**config.mk**
```make
export PLATFORM = sky130hd
export DESIGN_NAME = wbl_seq
export DESIGN_NICKNAME = d
export VERILOG_FILES = /design/src/rtl/wbl_pkg.sv /design/src/rtl/wbl_exit_match.sv /design/src/rtl/wbl_store.sv /design/src/rtl/wbl_ctrl.sv /design/src/rtl/wbl_seq.sv
export SDC_FILE = /design/constraint.sdc
export NUM_CORES = 1
export LEC_CHECK = 0
export BUFFER_PORTS_ARGS = -buffer_cell sky130_fd_sc_hd__buf_2
export CORE_MARGIN = 3
export CORE_UTILIZATION = 55
export DETAILED_ROUTE_END_ITERATION = 8
export PLACE_DENSITY = 0.72
export SETUP_SLACK_MARGIN = 0.4
export SLEW_MARGIN = 15
export SYNTH_ARGS = -nofsm -noshare
export SYNTH_HDL_FRONTEND = slang
export SYNTH_SLANG_ARGS = --single-unit
```
**constraint.sdc**
```tcl
create_clock -name clk -period 4.85 [get_ports clk]
set_input_delay 0.485 -clock clk [delete_from_list [all_inputs] [get_ports clk]]
set_output_delay 0.485 -clock clk [all_outputs]
set_load 0.1 [all_outputs]
```
**src/rtl/wbl_pkg.sv**
```systemverilog
// Shared types and bus codes for the buffered-program load sequencer.
// Assumes x16 word addressing; command codes sit in data bits [7:0].
package wbl_pkg;
    typedef enum logic [2:0] {
        ST_IDLE,
        ST_COUNT,
        ST_LOAD,
        ST_CONFIRM,
        ST_BUSY,
        ST_ABORT
    } wbl_state_e;

    localparam logic [7:0]  CODE_CONFIRM = 8'h29;
    localparam logic [7:0]  CODE_KEY1    = 8'hAA;
    localparam logic [7:0]  CODE_KEY2    = 8'h55;
    localparam logic [7:0]  CODE_EXIT    = 8'hF0;
    localparam logic [10:0] ADR_KEY1     = 11'h555;
    localparam logic [10:0] ADR_KEY2     = 11'h2AA;
endpackage

```
**src/rtl/wbl_exit_match.sv**
```systemverilog
// Recognises the three-write abort exit sequence.
// Assumes only address bits [10:0] and data bits [7:0] are decoded.
// The matcher is active only while armed is high; otherwise it stays at step 0.
module wbl_exit_match
    import wbl_pkg::*;
(
    input  logic        clk,
    input  logic        rst_n,
    input  logic        armed,
    input  logic        wr_en,
    input  logic [10:0] adr_lo,
    input  logic [7:0]  dat_lo,
    output logic        hit
);
    logic [1:0] step_q;
    logic       is_key1, is_key2, is_exit;

    // Classify the current write against the three expected writes
    always_comb begin
        is_key1 = (adr_lo == ADR_KEY1) && (dat_lo == CODE_KEY1);
        is_key2 = (adr_lo == ADR_KEY2) && (dat_lo == CODE_KEY2);
        is_exit = (adr_lo == ADR_KEY1) && (dat_lo == CODE_EXIT);
        hit     = armed && wr_en && (step_q == 2'd2) && is_exit;
    end

    // Advance on a matching write, restart on anything else
    always_ff @(posedge clk) begin
        if (!rst_n || !armed) begin
            step_q <= 2'd0;
        end else if (wr_en) begin
            if (hit)                               step_q <= 2'd0;
            else if ((step_q == 2'd1) && is_key2)  step_q <= 2'd2;
            else if (is_key1)                      step_q <= 2'd1;
            else                                   step_q <= 2'd0;
        end
    end
endmodule

```
**src/rtl/wbl_store.sv**
```systemverilog
// Word buffer with a loaded-slot mask.
// Data words are not reset; the mask tells which slots hold valid data.
module wbl_store #(
    parameter int DEPTH  = 32,
    parameter int DATA_W = 16,
    parameter int IDX_W  = 5
) (
    input  logic              clk,
    input  logic              rst_n,
    input  logic              clr,
    input  logic              we,
    input  logic [IDX_W-1:0]  idx,
    input  logic [DATA_W-1:0] wdata,
    input  logic [IDX_W-1:0]  rd_idx,
    output logic [DATA_W-1:0] rd_data,
    output logic [DEPTH-1:0]  mask
);
    logic [DATA_W-1:0] mem [DEPTH];

    // Store each accepted load; a repeated slot is overwritten
    always_ff @(posedge clk) begin
        if (we) mem[idx] <= wdata;
    end

    // Track which slots were loaded since the command began
    always_ff @(posedge clk) begin
        if (!rst_n || clr) mask <= '0;
        else if (we)       mask[idx] <= 1'b1;
    end

    // Read port for the programming engine
    assign rd_data = mem[rd_idx];
endmodule

```
**src/rtl/wbl_ctrl.sv**
```systemverilog
// Control FSM: sector capture, count check, page check, confirm, handoff, abort.
// Assumes SECT_LSB >= IDX_W, so a page never spans two sectors.
module wbl_ctrl
    import wbl_pkg::*;
#(
    parameter int ADDR_W   = 23,
    parameter int DATA_W   = 16,
    parameter int DEPTH    = 32,
    parameter int SECT_LSB = 16,
    parameter int IDX_W    = 5
) (
    input  logic                clk,
    input  logic                rst_n,
    input  logic                wr_en,
    input  logic [ADDR_W-1:0]   wr_addr,
    input  logic [DATA_W-1:0]   wr_data,
    input  logic                begin_i,
    input  logic                done_i,
    input  logic                exit_hit,
    output wbl_state_e          state,
    output logic                store_clr,
    output logic                store_we,
    output logic                start,
    output logic [ADDR_W-1:0]   base
);
    localparam int SECT_W = ADDR_W - SECT_LSB;
    localparam int PAGE_W = ADDR_W - IDX_W;

    logic [SECT_W-1:0] sect_q;
    logic [PAGE_W-1:0] page_q;
    logic [IDX_W-1:0]  remain_q;
    logic              first_q;
    logic              sect_hit, page_hit, count_ok, load_ok, is_confirm;

    // Decode the current write against the captured context
    always_comb begin
        sect_hit   = (wr_addr[ADDR_W-1:SECT_LSB] == sect_q);
        page_hit   = (wr_addr[ADDR_W-1:IDX_W] == page_q);
        count_ok   = (wr_data <= DATA_W'(DEPTH - 1));
        load_ok    = first_q ? sect_hit : page_hit;
        is_confirm = sect_hit && (wr_data[7:0] == CODE_CONFIRM);
        store_clr  = (state == ST_IDLE) && wr_en && begin_i;
        store_we   = (state == ST_LOAD) && wr_en && load_ok;
    end

    assign base = {page_q, {IDX_W{1'b0}}};

    // Sequence state, counters and the start pulse
    always_ff @(posedge clk) begin
        if (!rst_n) begin
            state    <= ST_IDLE;
            sect_q   <= '0;
            page_q   <= '0;
            remain_q <= '0;
            first_q  <= 1'b0;
            start    <= 1'b0;
        end else begin
            start <= 1'b0;
            unique case (state)
                ST_IDLE: if (wr_en && begin_i) begin
                    sect_q <= wr_addr[ADDR_W-1:SECT_LSB];
                    state  <= ST_COUNT;
                end
                ST_COUNT: if (wr_en) begin
                    if (sect_hit && count_ok) begin
                        remain_q <= wr_data[IDX_W-1:0];
                        first_q  <= 1'b1;
                        state    <= ST_LOAD;
                    end else begin
                        state <= ST_ABORT;
                    end
                end
                ST_LOAD: if (wr_en) begin
                    if (load_ok) begin
                        first_q <= 1'b0;
                        if (first_q) page_q <= wr_addr[ADDR_W-1:IDX_W];
                        if (remain_q == '0) state <= ST_CONFIRM;
                        else                remain_q <= remain_q - 1'b1;
                    end else begin
                        state <= ST_ABORT;
                    end
                end
                ST_CONFIRM: if (wr_en) begin
                    if (is_confirm) begin
                        start <= 1'b1;
                        state <= ST_BUSY;
                    end else begin
                        state <= ST_ABORT;
                    end
                end
                ST_BUSY:  if (done_i)   state <= ST_IDLE;
                ST_ABORT: if (exit_hit) state <= ST_IDLE;
                default:  state <= ST_IDLE;
            endcase
        end
    end
endmodule

```
**src/rtl/wbl_seq.sv**
```systemverilog
// Top of the buffered-program load sequencer.
// Assumes begin_i is raised by an upstream decoder on the command write
// that follows the unlock pair. Writes are single-cycle strobes.
module wbl_seq
    import wbl_pkg::*;
#(
    parameter int ADDR_W   = 23,
    parameter int DATA_W   = 16,
    parameter int DEPTH    = 32,
    parameter int SECT_LSB = 16
) (
    input  logic                     clk,
    input  logic                     rst_n,
    input  logic                     wr_en_i,
    input  logic [ADDR_W-1:0]        wr_addr_i,
    input  logic [DATA_W-1:0]        wr_data_i,
    input  logic                     begin_i,
    input  logic                     done_i,
    input  logic [$clog2(DEPTH)-1:0] rd_idx_i,
    output logic [DATA_W-1:0]        rd_data_o,
    output logic                     start_o,
    output logic [ADDR_W-1:0]        base_o,
    output logic [DEPTH-1:0]         mask_o,
    output logic                     busy_o,
    output logic                     abort_o
);
    localparam int IDX_W = $clog2(DEPTH);

    wbl_state_e state;
    logic       store_clr, store_we, exit_hit;

    wbl_ctrl #(
        .ADDR_W(ADDR_W), .DATA_W(DATA_W), .DEPTH(DEPTH),
        .SECT_LSB(SECT_LSB), .IDX_W(IDX_W)
    ) u_ctrl (
        .clk(clk), .rst_n(rst_n), .wr_en(wr_en_i), .wr_addr(wr_addr_i),
        .wr_data(wr_data_i), .begin_i(begin_i), .done_i(done_i),
        .exit_hit(exit_hit), .state(state), .store_clr(store_clr),
        .store_we(store_we), .start(start_o), .base(base_o)
    );

    wbl_store #(.DEPTH(DEPTH), .DATA_W(DATA_W), .IDX_W(IDX_W)) u_store (
        .clk(clk), .rst_n(rst_n), .clr(store_clr), .we(store_we),
        .idx(wr_addr_i[IDX_W-1:0]), .wdata(wr_data_i),
        .rd_idx(rd_idx_i), .rd_data(rd_data_o), .mask(mask_o)
    );

    wbl_exit_match u_exit (
        .clk(clk), .rst_n(rst_n), .armed(state == ST_ABORT),
        .wr_en(wr_en_i), .adr_lo(wr_addr_i[10:0]), .dat_lo(wr_data_i[7:0]),
        .hit(exit_hit)
    );

    assign busy_o  = (state == ST_BUSY);
    assign abort_o = (state == ST_ABORT);
endmodule

```
==> run_results.csv, run 1 <==
group,metric,value,unit
status,status,"complete, no violations",
critical_path,setup.worst_path.start_class,"input port",
clock_network,cts_buffer_depth,3,
yosys,synth_flop_cell,"edfxtp_1",
routing,ant_nets,0,
sta,finalCritPeriodShare,74.9,%
placement,gp_congestion,0.759,
critical_path,crit_type,"input port to output port",
placement,port_buffers,117,
pwr,p_seq_share,51.9,%
finish,final.fill_count,2738,
routing,wirelength,52.6,mm
job,cap_violations,0,
yosys,postSynth.asyncResetShare,0,%
pwr,power_frac_comb,6.1,%
global_routing,gr-total-overflow,0,
critical_path,crit_path_cell_trace,"clkbuf_8 > buf_4 > mux4_2 > mux4_2 > mux2_2 > buf_2",
sta,setup_violations,0,
yosys,synth_edf_count,512,
finish,regArea,16800,um^2
global_routing,grt_pass1_wl,78.3,mm
routing,vias,11720,
critical_path,arrival,3.15,ns
critical_path,critPathTopFamily,"multiplexers",
min_path,min_path_type,"input port to flip-flop",
clock_network,numCtsBuffers,56,
pwr,switching_share,21.6,%
clock_network,cts_root_buf,"clkbuf_16",
sta,max_freq,0.275,GHz
yosys,seq_area_frac_synth,73.5,%
clock_network,clkTransAtPathRegs,0.06,ns
pwr,intPower,0.00822,W
global_routing,grt_max_degree,56,
floorplan,rows,73,
floorplan,die_w,210,um
sta,fin_setup_tns,0,ns
finish,fin_nets,1342,
sta,worst_slew_pin_slew,1.20,ns
finish,drive_gt1_share,33.1,%
floorplan,die_h,210,um
clock_network,clk_latency,0.60,ns
routing,via_per_inst,6.28,
clock_network,post_cts_buffers,0,
global_routing,grt.total_usage,24.3,%
floorplan,core-area,40400,um^2
pwr,ir_drop,0.310,mV
routing,firstDrtPassIters,5,
clock_network,cts_num_sinks,581,
routing,first_iter_violations,1373,
sta,fin_ws,1.22,ns
floorplan,ioPinCount,123,
clock_network,htreeDepth,2,
yosys,synth_cell_types,47,
finish,multi_input_comb_area,5850,um^2
critical_path,crit_path_frequent_cell,"mux4_2",
pwr,power_leakage,8.71,nW
sta,period_needed,3.63,ns
global_routing,antenna_found_initial,3,
finish,final_util,64.7,%
yosys,synth-seq-cells,581,
global_routing,use_met2,37.7,%
critical_path,required,4.37,ns
sta,hold-worst-slack,0.175,ns
sta,final-hold-violation-count,0,
clock_network,cts-hold-fix-buffers,0,
critical_path,end_kind,"output port",
critical_path,cp.buffers_inverters,3,
clock_network,cts_tree,"built",
finish,final_common_cell,"edfxtp_1",
floorplan,initial_core_util,56.5,%
pwr,p_per_area,402,nW/um^2
global_routing,use_met1,35.2,%
routing,drc_errors,0,
pwr,pwr-share-clk,42.0,%
global_routing,grt_use_met3,5.38,%
yosys,yosysWarnings,0,
yosys,syn_area_per_cell,20.1,um^2
yosys,netlist_area,22800,um^2
global_routing,grt_pass1_vias,11817,
sta,finalMaxSlewViolations,0,
finish,layout_common_cells,"edfxtp_1, mux4_2, buf_2, dfxtp_1, clkbuf_16",
placement,place_ws,1.19,ns
global_routing,top_usage_layer,"met2",
critical_path,crit_slowest_cell,"mux4_2",
placement,hpwlAfterDp,28.9,mm
critical_path,cp_max_fo,44,
pwr,p_total,0.0105,W
routing,wl_per_cell,28.2,um
sta,fin_worst_skew,0.0168,ns
finish,syn_to_final_growth,14.5,%
sta,rsz0062_at_grt,"no",
pwr,switchingPower,0.00227,W
sta,maxSlewHeadroom,19.8,%
clock_network,cts-resized-gates,0,
critical_path,cpPeakStageDelay,0.55,ns
floorplan,dieArea,44000,um^2
yosys,synthCells,1136,
[cells in the mapped netlist, types with 3 or more instances]
cell type,n,share of area [%]
nand4_1,9,0.25
dfxtp_1,69,6.1
buf_4,8,0.26
inv_1,5,0.082
nand2b_1,8,0.22
and3_1,18,0.49
o21a_1,17,0.56
edfxtp_1,512,67
mux4_2,160,16
and2_1,3,0.082
nand3_1,8,0.18
nor2b_1,31,0.85
nor4bb_1,5,0.22
nor3_1,6,0.13
buf_1,7,0.12
nor4_1,22,0.60
mux2i_1,26,1.1
mux2_2,16,0.79
o21ai_0,21,0.46
xnor2_1,24,0.92
a21boi_0,3,0.099
nor2_1,26,0.43
a21oi_1,5,0.11
nand2_1,48,0.79
clkbuf_1,33,0.54
buf_2,18,0.39
[final timing paths]
check	from	end	slack, ns	cells after the start
worst max-delay path	rd_idx_i[0]	rd_data_o[9]	1.22	6
worst min register to register	u_store.mask[21]$_SDFFE_PP0P_	u_store.mask[21]$_SDFFE_PP0P_	0.46	1
worst max register to register	u_ctrl.page_q[9]$_SDFFE_PN0P_	u_store.mem[10][0]$_DFFE_PP_	1.96	8
worst min-delay path	wr_addr_i[14]	u_ctrl.page_q[9]$_SDFFE_PN0P_	0.17	3
[kinds of logic after synthesis]
logic type	share of synthesized area, %
DFF	73.5
and+or+nand+nor	4.50
other	0.0164
muxes	17.7
xor gates and xnor gates	0.960
buffers and inverters	1.40
AOI/OAI and AO/OA	1.82
adders and majority gates	0.110
[flip-flops by register name (all words and copies together) (netlist names)]
name and count:
u_ctrl.remain_q 5, u_ctrl.first_q 1, u_ctrl.sect_q 7, u_store.mem 512
u_ctrl.start 1, u_ctrl.state 3, u_ctrl.page_q 18, u_store.mask 32
u_exit.step_q 2
[worst register-to-register path, delay by kind of cell (launching register included)]
kind,cells,cell delay [ns]
compound gates,1,0.25
xor+xnor,1,0.20
buf+inv,1,0.38
flops,1,0.32
simple gates,5,1.41
[layout make-up]
type,instances,area share [%]
timing repair buffer,159,3.68
sequential,581,64.2
tap,525,2.52
clock inverter,35,1.41
multi-input combinational,488,22.4
antenna,2,0.0192
clock buffer,71,5.74
inverter,5,0.0719
[power groups by stage]
stage	Sequential (W)	Clock, W	Combinational [W]
finish	0.00544	0.00441	0.000637
global route	0.00544	0.00468	0.000674
CTS	0.00544	0.00449	0.000645
detailed placement	0.00555	0	0.000641
global placement	0.00555	0	0.000631
floorplan	0.00555	0	0.000444
[per-stage QoR]
step | area (um^2) | std cells
2_1_floorplan | 22800 | 1140
3_3_place_gp | 24200 | 1758
3_5_place_dp | 24200 | 1758
4_1_cts | 26100 | 1864
5_1_grt | 26100 | 1864
6_report | 26100 | 1866
[metal layers]
| metal | part of all wire, % | routed length (um) |
|---|---|---|
| met5 | 0.051 | 27 |
| met4 | 2.8 | 1460 |
| met3 | 9.5 | 5000 |
| met2 | 48 | 25300 |
| met1 | 40 | 20900 |
Note: power is estimated with default switching activity, not from simulation.
==> run 2, diff against run 1 <==
Clock period 4.85 ns to 3.6 ns, I/O delays scaled along.
==> run_results.csv, run 2 (synthesis results as in run 1) <==
group,metric,value,unit
status,status,"complete, no violations",
clock_network,cts-resized-gates,0,
critical_path,end_kind,"output port",
global_routing,gr-total-overflow,0,
clock_network,cts_root_buf,"clkbuf_16",
clock_network,cts_tree,"built",
pwr,p_total,0.0142,W
floorplan,dieArea,44000,um^2
sta,final-hold-violation-count,0,
routing,vias,11851,
sta,setup_violations,0,
routing,drc_errors,0,
global_routing,grt_max_degree,48,
clock_network,htreeDepth,2,
sta,finalCritPeriodShare,85.8,%
sta,period_needed,3.09,ns
routing,wirelength,53.6,mm
routing,firstDrtPassIters,5,
critical_path,crit_type,"input port to output port",
finish,reg_top3,"u_store.mem: 512 flops, u_store.mask: 32 flops, u_ctrl.page_q: 18 flops",
placement,port_buffers,117,
critical_path,arrival,2.73,ns
clock_network,cts-hold-fix-buffers,0,
placement,hpwlAfterDp,31.1,mm
clock_network,clkTransAtPathRegs,0.06,ns
routing,ant_nets,0,
routing,via_per_inst,6.27,
floorplan,initial_core_util,56.5,%
routing,first_iter_violations,1376,
global_routing,antenna_found_initial,3,
global_routing,grt_pass1_vias,12263,
placement,gp_congestion,0.833,
critical_path,required,3.24,ns
clock_network,cts_buffer_depth,3,
floorplan,core-area,40400,um^2
clock_network,clk_latency,0.60,ns
pwr,power_leakage,8.94,nW
finish,drive_gt1_share,35.2,%
floorplan,ioPinCount,123,
pwr,pwr-share-clk,42.2,%
clock_network,numCtsBuffers,57,
pwr,intPower,0.0112,W
floorplan,rows,73,
sta,max_freq,0.324,GHz
pwr,switchingPower,0.00306,W
sta,maxSlewHeadroom,25.5,%
sta,rsz0062_at_grt,"no",
finish,fin_nets,1366,
floorplan,die_h,210,um
pwr,p_seq_share,51.5,%
routing,wl_per_cell,28.4,um
sta,worst_slew_pin_slew,1.11,ns
clock_network,post_cts_buffers,0,
finish,finalInstanceArea,26600,um^2
floorplan,die_w,210,um
pwr,p_per_area,536,nW/um^2
finish,largest_register_ffs,512,
finish,final_common_cell,"edfxtp_1",
critical_path,setup.worst_path.start_class,"input port",
job,cap_violations,0,
finish,layout_common_cells,"edfxtp_1, mux4_2, buf_2, clkbuf_16, buf_4",
finish,syn_to_final_growth,16.4,%
min_path,min_path_type,"input port to flip-flop",
sta,fin_worst_skew,0.0141,ns
sta,finalMaxSlewViolations,0,
sta,fin_setup_tns,0,ns
pwr,switching_share,21.5,%
global_routing,grt.total_usage,24.8,%
finish,top_register,"u_store.mem",
critical_path,cp_max_fo,25,
pwr,ir_drop,0.403,mV
pwr,power_frac_comb,6.3,%
clock_network,cts_num_sinks,581,
placement,placed_cell_area,24600,um^2
global_routing,grt_pass1_wl,79.8,mm
[run 2: changes by cell type in the layout (fill, tap and decap cells not counted), sizes merged]
cell | before | now
clkinv | 22 | 24
clkinvlp | 2 | 3
inv | 9 | 6
clkbuf | 72 | 74
diode | 2 | 1
buf | 158 | 181
[run 2: power groups by stage]
stage | Clock (W) | Sequential (W) | Combinational [W]
after floorplan | 0 | 0.00747 | 0.000608
after global placement | 0 | 0.00748 | 0.000894
after detailed placement | 0 | 0.00748 | 0.000905
after CTS | 0.00609 | 0.00733 | 0.000906
after global routing | 0.00635 | 0.00733 | 0.000948
final | 0.00601 | 0.00733 | 0.000896
[run 2: area by class of cell]
type / count / area [um^2]
clock inverter: 35 / 349
fill: 2660 / 13800
clock buffer: 73 / 1560
antenna: 1 / 2.50
tap: 525 / 657
multi-input combinational: 488 / 5990
inverter: 5 / 18.8
timing repair buffer: 182 / 1200
sequential: 581 / 16800
[run 2: critical path: stages]
cell and delay, ns:
clkbuf_8 0.32, buf_4 0.32, mux4_2 0.54, mux4_2 0.54
mux2_2 0.32, buf_2 0.30
[run 2: path summary, 6_finish.rpt]
path | start | endpoint | slack, ns | cells after the start
max | rd_idx_i[0] | rd_data_o[5] | 0.51 | 6
min | wr_addr_i[14] | u_ctrl.page_q[9]$_SDFFE_PN0P_ | 0.03 | 3
max reg2reg | u_ctrl.page_q[10]$_SDFFE_PN0P_ | u_store.mem[16][7]$_DFFE_PP_ | 0.67 | 9
min reg2reg | u_store.mask[3]$_SDFFE_PP0P_ | u_store.mask[3]$_SDFFE_PP0P_ | 0.46 | 2
[run 2: metrics by stage]
step / utilization, % / worst slack, ns / std cells / hold WS (ns)
6_report: 65.8 / 0.510 / 1890 / 0.0325
5_1_grt: 65.8 / 0.413 / 1889 / 0.0471
4_1_cts: 65.8 / 0.461 / 1889 / 0.00787
3_5_place_dp: 61.0 / 0.488 / 1781 / 0.448
3_3_place_gp: 61.0 / 0.465 / 1781 / 0.440
2_1_floorplan: - / 0.399 / 1140 / 0.449
[run 2: layer usage]
metal,vias to the layer above,routed length [um],GRT usage (%)
met4,4,1590,7.90
met3,100,5340,5.62
met1,6088,21200,36.0
met5,-,27,0
li1,5005,-,-
met2,654,25500,38.4
